==> src/rtl/sd_gain_tap_pkg.sv <==
package sd_gain_tap_pkg;
  localparam int unsigned SMP_W  = 16;
  localparam int unsigned HALF_W = 8;

  typedef enum logic {
    OP_SUB = 1'b0,
    OP_ADD = 1'b1
  } tap_op_e;
endpackage

==> src/rtl/sd_gain_tap_coef.sv <==
module sd_gain_tap_coef #(
  parameter int unsigned HALF_W = sd_gain_tap_pkg::HALF_W,
  localparam int unsigned COEF_W = 2 * HALF_W
) (
  input  logic              clk_i,
  input  logic              rst_ni,
  input  logic              hi_we_i,
  input  logic [HALF_W-1:0] hi_i,
  input  logic              lo_we_i,
  input  logic [HALF_W-1:0] lo_i,
  input  logic              take_i,
  output logic [COEF_W-1:0] coef_eff_o,
  output logic [COEF_W-1:0] coef_act_o
);
  logic [HALF_W-1:0] hi_stg_q, lo_stg_q;
  logic              hi_seen_q, lo_seen_q;
  logic [COEF_W-1:0] pend_q, act_q;
  logic              pend_vld_q;
  logic              done;

  // both halves present once this cycle's strobes are counted
  assign done = (hi_seen_q | hi_we_i) & (lo_seen_q | lo_we_i);

  always_ff @(posedge clk_i or negedge rst_ni) begin
    if (!rst_ni) begin
      hi_stg_q  <= '0;
      lo_stg_q  <= '0;
      hi_seen_q <= 1'b0;
      lo_seen_q <= 1'b0;
    end else begin
      if (hi_we_i) hi_stg_q <= hi_i;
      if (lo_we_i) lo_stg_q <= lo_i;
      hi_seen_q <= done ? 1'b0 : (hi_seen_q | hi_we_i);
      lo_seen_q <= done ? 1'b0 : (lo_seen_q | lo_we_i);
    end
  end

  always_ff @(posedge clk_i or negedge rst_ni) begin
    if (!rst_ni) begin
      pend_q     <= '0;
      pend_vld_q <= 1'b0;
      act_q      <= '0;
    end else begin
      if (take_i && pend_vld_q) act_q <= pend_q;
      if (done) begin
        pend_q     <= {hi_we_i ? hi_i : hi_stg_q, lo_we_i ? lo_i : lo_stg_q};
        pend_vld_q <= 1'b1;
      end else if (take_i) begin
        pend_vld_q <= 1'b0;
      end
    end
  end

  assign coef_eff_o = pend_vld_q ? pend_q : act_q;
  assign coef_act_o = act_q;
endmodule

==> src/rtl/sd_gain_tap_addsub.sv <==
module sd_gain_tap_addsub #(
  parameter int unsigned W = sd_gain_tap_pkg::SMP_W
) (
  input  logic                    op_add_i,
  input  logic [W-1:0]            a_i,
  input  logic [W-1:0]            c_i,
  output logic [W-1:0]            y_o
);
  localparam int unsigned EW = W + 1;
  localparam logic [W-1:0] POS_MAX = {1'b0, {(W-1){1'b1}}};
  localparam logic [W-1:0] NEG_MIN = {1'b1, {(W-1){1'b0}}};

  logic [EW-1:0] a_x, c_x, sum;
  logic          ovf;

  assign a_x = {a_i[W-1], a_i};
  assign c_x = {c_i[W-1], c_i};
  // one guard bit: -(-1.0) fits before clamping
  assign sum = op_add_i ? (a_x + c_x) : (a_x - c_x);
  assign ovf = sum[EW-1] ^ sum[W-1];

  always_comb begin
    if (ovf) y_o = sum[EW-1] ? NEG_MIN : POS_MAX;
    else     y_o = sum[W-1:0];
  end
endmodule

==> src/rtl/sd_gain_tap.sv <==
module sd_gain_tap
  import sd_gain_tap_pkg::*;
#(
  parameter int unsigned HALF_W_P = sd_gain_tap_pkg::HALF_W,
  localparam int unsigned DW = 2 * HALF_W_P
) (
  input  logic                clk_i,
  input  logic                rst_ni,
  input  logic                smp_valid_i,
  input  logic [DW-1:0]       smp_i,
  input  logic                mod_bit_i,
  input  logic                coef_hi_we_i,
  input  logic [HALF_W_P-1:0] coef_hi_i,
  input  logic                coef_lo_we_i,
  input  logic [HALF_W_P-1:0] coef_lo_i,
  output logic                smp_valid_o,
  output logic [DW-1:0]       smp_o
);
  logic [DW-1:0] coef_eff, coef_act, tap_res;
  tap_op_e       op;

  assign op = mod_bit_i ? OP_ADD : OP_SUB;

  sd_gain_tap_coef #(.HALF_W(HALF_W_P)) i_coef (
    .clk_i      (clk_i),
    .rst_ni     (rst_ni),
    .hi_we_i    (coef_hi_we_i),
    .hi_i       (coef_hi_i),
    .lo_we_i    (coef_lo_we_i),
    .lo_i       (coef_lo_i),
    .take_i     (smp_valid_i),
    .coef_eff_o (coef_eff),
    .coef_act_o (coef_act)
  );

  sd_gain_tap_addsub #(.W(DW)) i_addsub (
    .op_add_i (op == OP_ADD),
    .a_i      (smp_i),
    .c_i      (coef_eff),
    .y_o      (tap_res)
  );

  always_ff @(posedge clk_i or negedge rst_ni) begin
    if (!rst_ni) begin
      smp_valid_o <= 1'b0;
      smp_o       <= '0;
    end else begin
      smp_valid_o <= smp_valid_i;
      if (smp_valid_i) smp_o <= tap_res;
    end
  end
endmodule

==> config.mk <==
export PLATFORM = sky130hd
export DESIGN_NAME = sd_gain_tap
export DESIGN_NICKNAME = d
export VERILOG_FILES = /design/src/rtl/sd_gain_tap_pkg.sv /design/src/rtl/sd_gain_tap_coef.sv /design/src/rtl/sd_gain_tap_addsub.sv /design/src/rtl/sd_gain_tap.sv
export SDC_FILE = /design/constraint.sdc
export NUM_CORES = 1
export LEC_CHECK = 0
export ABC_AREA = 0
export CAP_MARGIN = 20
export CORE_MARGIN = 3
export CORE_UTILIZATION = 45
export CTS_CLUSTER_DIAMETER = 100
export DETAILED_ROUTE_END_ITERATION = 8
export PLACE_DENSITY_LB_ADDON = 0.05
export SKIP_LAST_GASP = 1
export SYNTH_ARGS = -nofsm -noshare
export SYNTH_HDL_FRONTEND = slang
export SYNTH_HIERARCHICAL = 1
export SYNTH_SLANG_ARGS = --single-unit
==> constraint.sdc <==
create_clock -name clk_i -period 5.8 [get_ports clk_i]
set_input_delay 1.16 -clock clk_i [delete_from_list [all_inputs] [get_ports clk_i]]
set_output_delay 1.16 -clock clk_i [all_outputs]
set_load 0.05 [all_outputs]
== Word level (Yosys, flattened, before mapping) ==
Cells that the tools add are included.
Operators by class
  reduce and logical (&&, ||, !) cells: 2
  div/mod/pow operators: 0
  $mul: 0
  $add $sub $neg: 2
  shift operators: 0
  order comparisons: 0
  bitwise logic cells: 4
  eq/ne operators: 0
  mux-type cells: 11
Operator list (number)
  two-way mux 16 bit: 3
  adder 16 x 16 -> 17 bit: 1
  two-way mux 17 bit: 1
  subtractor 16 x 16 -> 17 bit: 1
  two-way mux 8 bit: 2
  two-way mux 1 bit: 5
  OR 1 bit: 2
  nonzero test 2 bit: 1
  AND 1 bit: 1
  logical AND 1 bit: 1
  bitwise XOR 1 bit: 1
Word-level totals
  output and inout port bits: 17
  ROM bits: 0
  memories: 0
  logic and storage cells: 28
  bits in latches: 0
  bits of input ports: 38
  register bits: 68
  RAM bits: 0

== Logic depth before layout (Yosys ltp) ==
Gate-level depths: netlist (run 1).
  word-level depth: 5
  depth in mapped cells: 18
  gate-level depth less buffers: 14

== Hierarchy ==
Netlist (run 1), hierarchy kept.
Modules (own cells, without submodules)
  sd_gain_tap_coef: area each 2168.3 sq um, times used 1, cells each 130, seq. area each 1276.2 sq um
  sd_gain_tap_addsub: area each 1452.6 sq um, times used 1, cells each 181, seq. area each 0.0 sq um
  sd_gain_tap: area each 674.4 sq um, times used 1, cells each 35, seq. area each 425.4 sq um

== Least setup slack after synthesis (run 1) ==
No wires, ideal clock.
  path kind: in2reg
  from: in mod_bit_i
  to: reg smp_o[0]
  library setup time: 0.125 ns
  cell stages on the path: 13
  data required time: 5.675 ns
  arrival: 3.880 ns
  slack: 1.796 ns
  buffers on the path: 3
  path through: clkbuf_1 > buf_1 > nor2_1 > xor2_1 > ha_1 > o211ai_1 > o21ai_2 > o2111ai_2 > a31oi_2 > xor2_2 > buf_6 > maj3_1 > mux2_2
Between the ends
  longest elaborated chain between the ends: 4
  elaborated cells between the ends (all ways): 5
  those cells by class: mux: 4; bitwise: 1
Ends and longest elaborated chain
  from (decl): line sd_gain_tap.sv:11  | input logic mod_bit_i,
  two-way mux 1 bit (*): line sd_gain_tap.sv:22  | assign op = mod_bit_i ? OP_ADD : OP_SUB;
  two-way mux 17 bit (*): line sd_gain_tap_addsub.sv:19  | assign sum = op_add_i ? (a_x + c_x) : (a_x - c_x);
  two-way mux 16 bit or bitwise XOR 1 bit (tied branches): line sd_gain_tap_addsub.sv:23, sd_gain_tap_addsub.sv:20
  two-way mux 16 bit (*): line sd_gain_tap_addsub.sv:23  | if (ovf) y_o = sum[EW-1] ? NEG_MIN : POS_MAX;
  named net tap_res[0]: line sd_gain_tap.sv:19  | logic [DW-1:0] coef_eff, coef_act, tap_res;
  to (signal assigned): line sd_gain_tap.sv:49  | if (smp_valid_i) smp_o <= tap_res;
  to (decl): line sd_gain_tap.sv:17  | output logic [DW-1:0] smp_o
Mark *: on every way through the listed nets, which the timed path passes. The rest lies on a longest branch.
A chain may end at the register's enable or synchronous reset.

== Worst setup path in the final report (run 1) ==
  from: reg i_coef.pend_vld_q
  to: reg smp_o[7]
Between the ends
  longest elaborated chain between the ends: 5
  elaborated cells between the ends (all ways): 7
  those cells by class: add/sub: 2; mux: 4; bitwise: 1
Ends and longest elaborated chain
  from (decl): line sd_gain_tap_coef.sv:18  | logic pend_vld_q;
  from (signal assigned): line sd_gain_tap_coef.sv:41  | pend_vld_q <= 1'b0;
  from (signal assigned): line sd_gain_tap_coef.sv:47  | pend_vld_q <= 1'b1;
  from (signal assigned): line sd_gain_tap_coef.sv:49  | pend_vld_q <= 1'b0;
  two-way mux 16 bit (*): line sd_gain_tap_coef.sv:54  | assign coef_eff_o = pend_vld_q ? pend_q : act_q;
  named net coef_eff[2]: line sd_gain_tap.sv:19
  subtractor 16 x 16 -> 17 bit or adder 16 x 16 -> 17 bit (tied branches): line sd_gain_tap_addsub.sv:19
  two-way mux 17 bit (*): line sd_gain_tap_addsub.sv:19
  two-way mux 16 bit or bitwise XOR 1 bit (tied branches): line sd_gain_tap_addsub.sv:23, sd_gain_tap_addsub.sv:20
  two-way mux 16 bit (*): line sd_gain_tap_addsub.sv:23
  named net tap_res[7]: line sd_gain_tap.sv:19
Marks and branches as above.

==> metrics.cfg, run 1 <==
[outcome]
outcome = finished clean

[sta]
fmax_mhz = 220
fin_ws_ns = 1.26
fin_setup_tns_ns = 0
slew_headroom_pct = 38.6
worstMarginPinSlew_ns = 0.922
final-hold-violation-count = 0
final.period_utilization_pct = 78.3
skew_ns = 0.0116
drv_slew = 0
fin_crit_ns = 4.54
setup-violations-final = 0
rsz0062_at_grt = no

[final_layout]
area.growth.synth_to_final_pct = 18.6
n_antenna_cell = 0
fin_cells = 529
drive_gt1_share_pct = 33.0
fin_nets = 452
fill_cells = 814

[synthesis]
synth-main-ff-cell = dfrtp_1
syn_area_sq_um = 4300
syn_inst = 346
async_reset_ff_share_pct = 100
synth_edf_count = 0
syn-num-nets = 402
syn_avg_cell_area_sq_um = 12.4
yosys_warnings = 6
synth_seq_cells = 68
ys_seq_area_share_pct = 39.6
synth_area_leaders = dfrtp_1 40%, mux2_2 15%, mux2_4 9.1%, ha_1 5.0%, xor2_1 3.5%
yosysTopAreaCellShare_pct = 39.6
synth_cell_types = 58
netlist.top_cell.by_area = dfrtp_1

[global_route]
antenna_found_initial = 0
grtUsageTotal_pct = 15.5
grt_first_pass_wirelength_mm = 13.6
grt_overflow = 0
grt_pass1_vias = 2793
grt_max_degree = 69

[clock_network]
clkTransAtPathRegs_ns = 0.08
ctsResizeCount = 0
clock_latency_ns = 0.34
hold_buffers = 0
cts_tree = done
cts_htree_levels = 3
clk_root_buffer_cell = clkbuf_8
clock_path_buffers = 2
cts.sinks = 68
post-cts-setup-buffers = 0
numCtsBuffers = 9

[power_and_ir_drop]
powerDensity_nw_per_um2 = 523
p_sw_share_pct = 40.4
power.share.sequential_pct = 26.0
p_sw_mw = 1.08
p_int_mw = 1.59
peakVddDrop_mv = 0.209
combPwrFrac_pct = 57.7
clockPowerShare_pct = 16.3
cellLeakagePower_nw = 2.18

[run]
maxCapViolCount = 0

[route]
vias_per_cell = 5.22
via_count = 2764
wl_per_cell_um = 15.3
drt-total-wl_mm = 8.09
drt_first_pass_iters = 4
drcViolationCount = 0
drtAntennaViolNets = 0
drtIter0Drc = 96

[critical_path]
arrival_ns = 4.83
cp_max_fo = 18
endpoint_kind = flip-flop
worst_ep_required_time_ns = 6.09
path_class = flip-flop to flip-flop
start_kind = flip-flop

[die]
rows = 35
dieArea_sq_um = 10800
coreArea_sq_um = 9240
io_pins = 55
start_util_pct = 46.5
die_x_um = 104
die_h_um = 104

[place]
dp_slack_ns = 1.01
routabilityCongestion = 0.801
post-dp-hpwl_mm = 6.05
port-buffer-count = 54
dp_cells = 513

[min_path]
hp-class = flip-flop to flip-flop

-- registers in the layout, summed over array words and instances, names as in the netlist --
| signal | count |
|---|---|
| i_coef/coef_act_o | 16 |
| i_coef/hi_seen_q | 1 |
| i_coef/hi_stg_q | 8 |
| i_coef/lo_seen_q | 1 |
| i_coef/lo_stg_q | 8 |
| i_coef/pend_q | 16 |
| i_coef/pend_vld_q | 1 |
| smp_o | 16 |
| smp_valid_o | 1 |
-- layout make-up --
type | instances | area, sq um | share of cell area [%]
inverter | 9 | 33.8 | 0.663
clock buffer | 9 | 124 | 2.43
multi-input combinational | 252 | 2410 | 47.4
clock inverter | 6 | 88.8 | 1.74
sequential | 68 | 1700 | 33.4
tap | 129 | 161 | 3.17
timing repair buffer | 56 | 571 | 11.2
-- cell usage in the layout (no fill, tap or decap), types with 2 or more instances in the layout --
| cell | Yosys | final |
|---|---|---|
| o21a_1 | 3 | 3 |
| nor2_1 | 17 | 17 |
| nand2_1 | 9 | 9 |
| o211ai_1 | 2 | 2 |
| ha_1 | 17 | 17 |
| a21oi_1 | 18 | 18 |
| bufinv_16 | 0 | 2 |
| mux2_2 | 56 | 56 |
| nand2_2 | 2 | 2 |
| a21oi_2 | 3 | 3 |
| o21ai_0 | 2 | 2 |
| maj3_2 | 9 | 9 |
| xnor2_1 | 9 | 9 |
| xnor2_2 | 2 | 2 |
| dfrtp_1 | 68 | 68 |
| o22ai_1 | 2 | 2 |
| maj3_1 | 6 | 6 |
| o21ai_1 | 2 | 2 |
| nor3_1 | 5 | 5 |
| inv_1 | 9 | 9 |
| nor3_2 | 2 | 2 |
| nand2b_1 | 3 | 3 |
| a21o_1 | 5 | 5 |
| a31oi_1 | 4 | 4 |
| clkbuf_8 | 0 | 9 |
| clkinvlp_4 | 0 | 2 |
| and3_1 | 3 | 3 |
| nand3_1 | 3 | 3 |
| xor2_1 | 17 | 17 |
| mux2_4 | 26 | 26 |
| clkdlybuf4s50_1 | 0 | 53 |
-- Yosys cell counts (2+ instances only) --
cell and count:
o21ai_1 2, nor3_2 2, dfrtp_1 68, a31oi_1 4, o21a_1 3, maj3_1 6, a21oi_1 18, nand2_2 2
o22ai_1 2, nand3_1 3, nand2_1 9, buf_2 6, buf_4 3, a21oi_2 3, o211ai_1 2, xor2_1 17
xnor2_2 2, mux2_2 56, buf_12 2, buf_6 4, and3_1 3, nor3_1 5, nor2_1 17, maj3_2 9
ha_1 17, mux2_4 26, inv_1 9, nand2b_1 3, xnor2_1 9, o21ai_0 2, a21o_1 5
-- critical path, cell delays in order (launching register included) --
cell and delay [ns]:
dfrtp_1 0.85, mux2_2 0.46, nor3_2 0.22, and3_1 0.26, and3_1 0.22, a21oi_1 0.09
xor2_1 0.18, ha_1 0.40, o21ai_1 0.12, nand2b_1 0.14, a41oi_2 0.28, o41ai_4 0.12
xnor2_2 0.66, maj3_2 0.34, mux2_4 0.13
-- power groups by stage --
| stage | logic [mW] | clock network (mW) | registers, mW |
|---|---|---|---|
| after CTS | 1.54 | 0.454 | 0.694 |
| final | 1.54 | 0.435 | 0.692 |
| after detailed placement | 1.54 | 0 | 0.703 |
| after floorplan | 1.06 | 0 | 0.885 |
| after global routing | 1.66 | 0.465 | 0.713 |
| after global placement | 1.51 | 0 | 0.698 |
-- per-stage QoR --
| step | hold WS (ns) | utilization (%) | cell area, sq um | total power, mW |
|---|---|---|---|---|
| floorplan | 0.433 | - | 4300 | 1.94 |
| global placement | 0.442 | 52.5 | 4850 | 2.21 |
| detailed placement | 0.456 | 52.5 | 4850 | 2.24 |
| CTS | 0.465 | 54.8 | 5070 | 2.69 |
| global route | 0.485 | 55.1 | 5090 | 2.83 |
| finish | 0.466 | 55.1 | 5090 | 2.66 |
-- final timing paths --
| path | startpoint | end | slack, ns | depth (start not counted) |
|---|---|---|---|---|
| min reg2reg | i_coef/lo_seen_q$_DFF_PN0_ | i_coef/hi_seen_q$_DFF_PN0_ | 0.47 | 1 |
| max in group asynchronous | rst_ni | i_coef/pend_q[11]$_DFFE_PN0P_ | 4.22 | 2 |
| max reg2reg | i_coef/pend_vld_q$_DFFE_PN0P_ | smp_o[7]$_DFFE_PN0P_ | 1.26 | 14 |
| min in group asynchronous | rst_ni | smp_valid_o$_DFF_PN0_ | 1.00 | 2 |
| max | i_coef/pend_vld_q$_DFFE_PN0P_ | smp_o[7]$_DFFE_PN0P_ | 1.26 | 14 |
| min | i_coef/lo_seen_q$_DFF_PN0_ | i_coef/hi_seen_q$_DFF_PN0_ | 0.47 | 1 |
-- kinds of logic (layout without fill, tap and decap cells) --
group,after synthesis,after routing,share of synthesized area [%]
multiplexers,82,82,23.8
flip-flops,68,68,39.6
AO/OA/AOI/OAI,54,54,9.79
AND/OR/NAND/NOR,54,54,7.05
adder cells (fa/ha/maj),33,33,9.18
XOR/XNOR,29,29,6.44
buffers and inverters,26,80,4.17
-- layer usage --
metal / up-vias / share of wire (%) / GRT usage, %
met5: - / 0 / 0
met4: 0 / 1.5 / 5.32
met3: 11 / 3.5 / 3.49
met2: 52 / 46 / 24.7
met1: 1353 / 49 / 20.9
li1: 1348 / - / -
Note: power is estimated with default switching activity, not from simulation.
==> inputs of run 2 (changes only) <==
clock period = 3.66 ns   (was 5.8 ns; I/O delays follow)
==> metrics.cfg, run 2 (synthesized netlist as in run 1, its figures left out) <==
[sta]
fin_ws_ns = -0.146  ; -1.40 ns
worstMarginPinSlew_ns = 0.824  ; -0.0973 ns
fin_crit_ns = 3.81  ; -0.736 ns
setup-violations-final = 15  ; +15
fin_setup_tns_ns = -1.89  ; -1.89 ns
rsz0062_at_grt = yes
slew_headroom_pct = 45.0  ; +6.5 points
final-hold-violation-count = 0  ; unchanged
skew_ns = 0.0160  ; +0.00436 ns
fmax_mhz = 263  ; +19%
drv_slew = 0  ; unchanged
final.period_utilization_pct = 104  ; +26 points

[route]
via_count = 2980  ; +7.8%
vias_per_cell = 4.97  ; -4.8%
wl_met1_mm = 4.04  ; +2.8%
wl_met3_um = 259  ; -8.8%
drt_first_pass_iters = 4  ; unchanged
wl_per_cell_um = 14.7  ; -3.7%
drtAntennaViolNets = 0  ; unchanged
drt-total-wl_mm = 8.82  ; +9.1%
drtIter0Drc = 61  ; -36%
wl_met2_mm = 4.42  ; +18%
top_layer = met4
drcViolationCount = 0  ; unchanged

[die]
start_util_pct = 46.5  ; unchanged
die_h_um = 104  ; unchanged
dieArea_sq_um = 10800  ; unchanged
die_x_um = 104  ; unchanged
io_pins = 55  ; unchanged
rows = 35  ; unchanged
coreArea_sq_um = 9240  ; unchanged

[run]
maxCapViolCount = 0  ; unchanged

[critical_path]
path_class = flip-flop to flip-flop
worst_ep_required_time_ns = 3.90  ; -2.19 ns
start_kind = flip-flop
cp_max_fo = 8  ; -10
arrival_ns = 4.05  ; -0.78 ns
endpoint_kind = flip-flop

[final_layout]
area.growth.synth_to_final_pct = 34.9
stdcell_area_sq_um = 5790  ; +14%
multiInputGateArea_sq_um = 2550  ; +5.8%
fin_nets = 522  ; +15%
drive_gt1_share_pct = 46.8  ; +14 points
n_antenna_cell = 0  ; unchanged
mostFrequentLayoutCells = 68 x buf_4, 67 x dfrtp_1, 53 x clkdlybuf4s50_1
fill_cells = 735  ; -9.7%
ff_latch_area_sq_um = 1700  ; about the same
layout_commonest_cell = buf_4

[place]
dp_slack_ns = -0.267  ; -1.28 ns
dpl-instance-area_sq_um = 5370  ; +11%
port-buffer-count = 54  ; unchanged
routabilityCongestion = 0.848  ; +5.8%
post-dp-hpwl_mm = 6.53  ; +8.0%

[clock_network]
clkTransAtPathRegs_ns = 0.09  ; about the same
hold_buffers = 0  ; unchanged
numCtsBuffers = 9  ; unchanged
clock_latency_ns = 0.35  ; about the same
cts_tree = done
cts_htree_levels = 3  ; unchanged
clock_path_buffers = 2  ; unchanged
clk_root_buffer_cell = clkbuf_8
cts.sinks = 68  ; unchanged

[power_and_ir_drop]
cellLeakagePower_nw = 2.58  ; +18%
clockPowerShare_pct = 16.8  ; +0.5 points
p_sw_share_pct = 37.4  ; -3.0 points
p_sw_mw = 1.84  ; +71%
p_int_mw = 3.09  ; +95%
power.share.sequential_pct = 22.3  ; -3.7 points
combPwrFrac_pct = 61.0  ; +3.3 points
peakVddDrop_mv = 0.368  ; +76%
powerDensity_nw_per_um2 = 851  ; +63%

[global_route]
grtUsageTotal_pct = 16.3  ; +0.76 points
antenna_found_initial = 0  ; unchanged
grt_pass1_vias = 2962  ; +6.1%
grt_overflow = 0  ; unchanged
grt_first_pass_wirelength_mm = 14.2  ; +4.7%
grt_max_degree = 39  ; -43%

[outcome]
outcome = finished with violations
violations = setup timing

[min_path]
hp-class = flip-flop to flip-flop

## run 2: cell count changes in the layout (fill, tap and decap cells not counted), moves of 5 or more
cell    before  now
maj3_2       9   15
maj3_1       6    0
mux2_4      26   31
buf_4        1   68
mux2_2      56   51
## run 2: layout make-up
class	count	share of cell area (%)
Multi-Input combinational cell	253	44.1
Sequential cell	68	29.4
Timing Repair Buffer	125	18.6
Tap cell	129	2.79
Clock inverter	6	2.38
Clock buffer	9	2.14
Inverter	9	0.583
## run 2: stage by stage
step | utilization, % | cells | total power, mW | hold slack, ns
5_1_grt | 62.7 | 599 | 5.26 | 0.491
3_3_place_gp | 58.1 | 575 | 3.88 | 0.443
3_5_place_dp | 58.1 | 575 | 3.92 | 0.455
2_1_floorplan | - | 346 | 3.12 | 0.433
4_1_cts | 61.2 | 590 | 4.80 | 0.458
6_report | 62.7 | 599 | 4.93 | 0.457
## run 2: worst max-delay path, cell delays in order, from the launching register on
cell	delay [ns]
dfrtp_2	0.47
buf_6	0.14
mux2_4	0.32
nor3_4	0.24
and3_4	0.23
and3_4	0.21
a21oi_2	0.06
xor2_1	0.14
ha_1	0.39
buf_6	0.13
nand4_1	0.12
o41ai_4	0.35
buf_4	0.20
xnor2_4	0.12
maj3_2	0.34
mux2_2	0.26
## run 2: per-layer routing
layer	global-route usage, %	vias to the layer above
li1	-	1495
met1	20.7	1431
met2	27.7	48
met3	3.74	6
met4	4.84	0
met5	0	-
## run 2: repair_timing
action / 4_1_cts / 5_1_grt
pin swaps: 0 / 11
resized for setup: 4 / 20
endpoints found under the setup margin: 16 / 16
cloned: 0 / 1
setup buffers: 0 / 9
## run 2: final timing paths
kind	startpoint	endpoint	slack, ns	depth (start not counted)
setup / recovery	i_coef/pend_vld_q$_DFFE_PN0P_	smp_o[1]$_DFFE_PN0P_	-0.15	15
hold / removal	i_coef/lo_seen_q$_DFF_PN0_	i_coef/hi_seen_q$_DFF_PN0_	0.46	1
setup reg to reg	i_coef/pend_vld_q$_DFFE_PN0P_	smp_o[1]$_DFFE_PN0P_	-0.15	15
hold reg to reg	i_coef/lo_seen_q$_DFF_PN0_	i_coef/hi_seen_q$_DFF_PN0_	0.46	1
max in group asynchronous	rst_ni	i_coef/pend_vld_q$_DFFE_PN0P_	2.42	2
min in group asynchronous	rst_ni	smp_o[1]$_DFFE_PN0P_	0.47	1
## run 2: power groups by stage
| stage | registers, mW | clock network, mW | logic (mW) |
|---|---|---|---|
| 6_report | 1.10 | 0.828 | 3.01 |
| 2_1_floorplan | 1.40 | 0 | 1.72 |
| 4_1_cts | 1.10 | 0.846 | 2.86 |
| 5_1_grt | 1.13 | 0.884 | 3.25 |
| 3_5_place_dp | 1.11 | 0 | 2.81 |
| 3_3_place_gp | 1.11 | 0 | 2.78 |
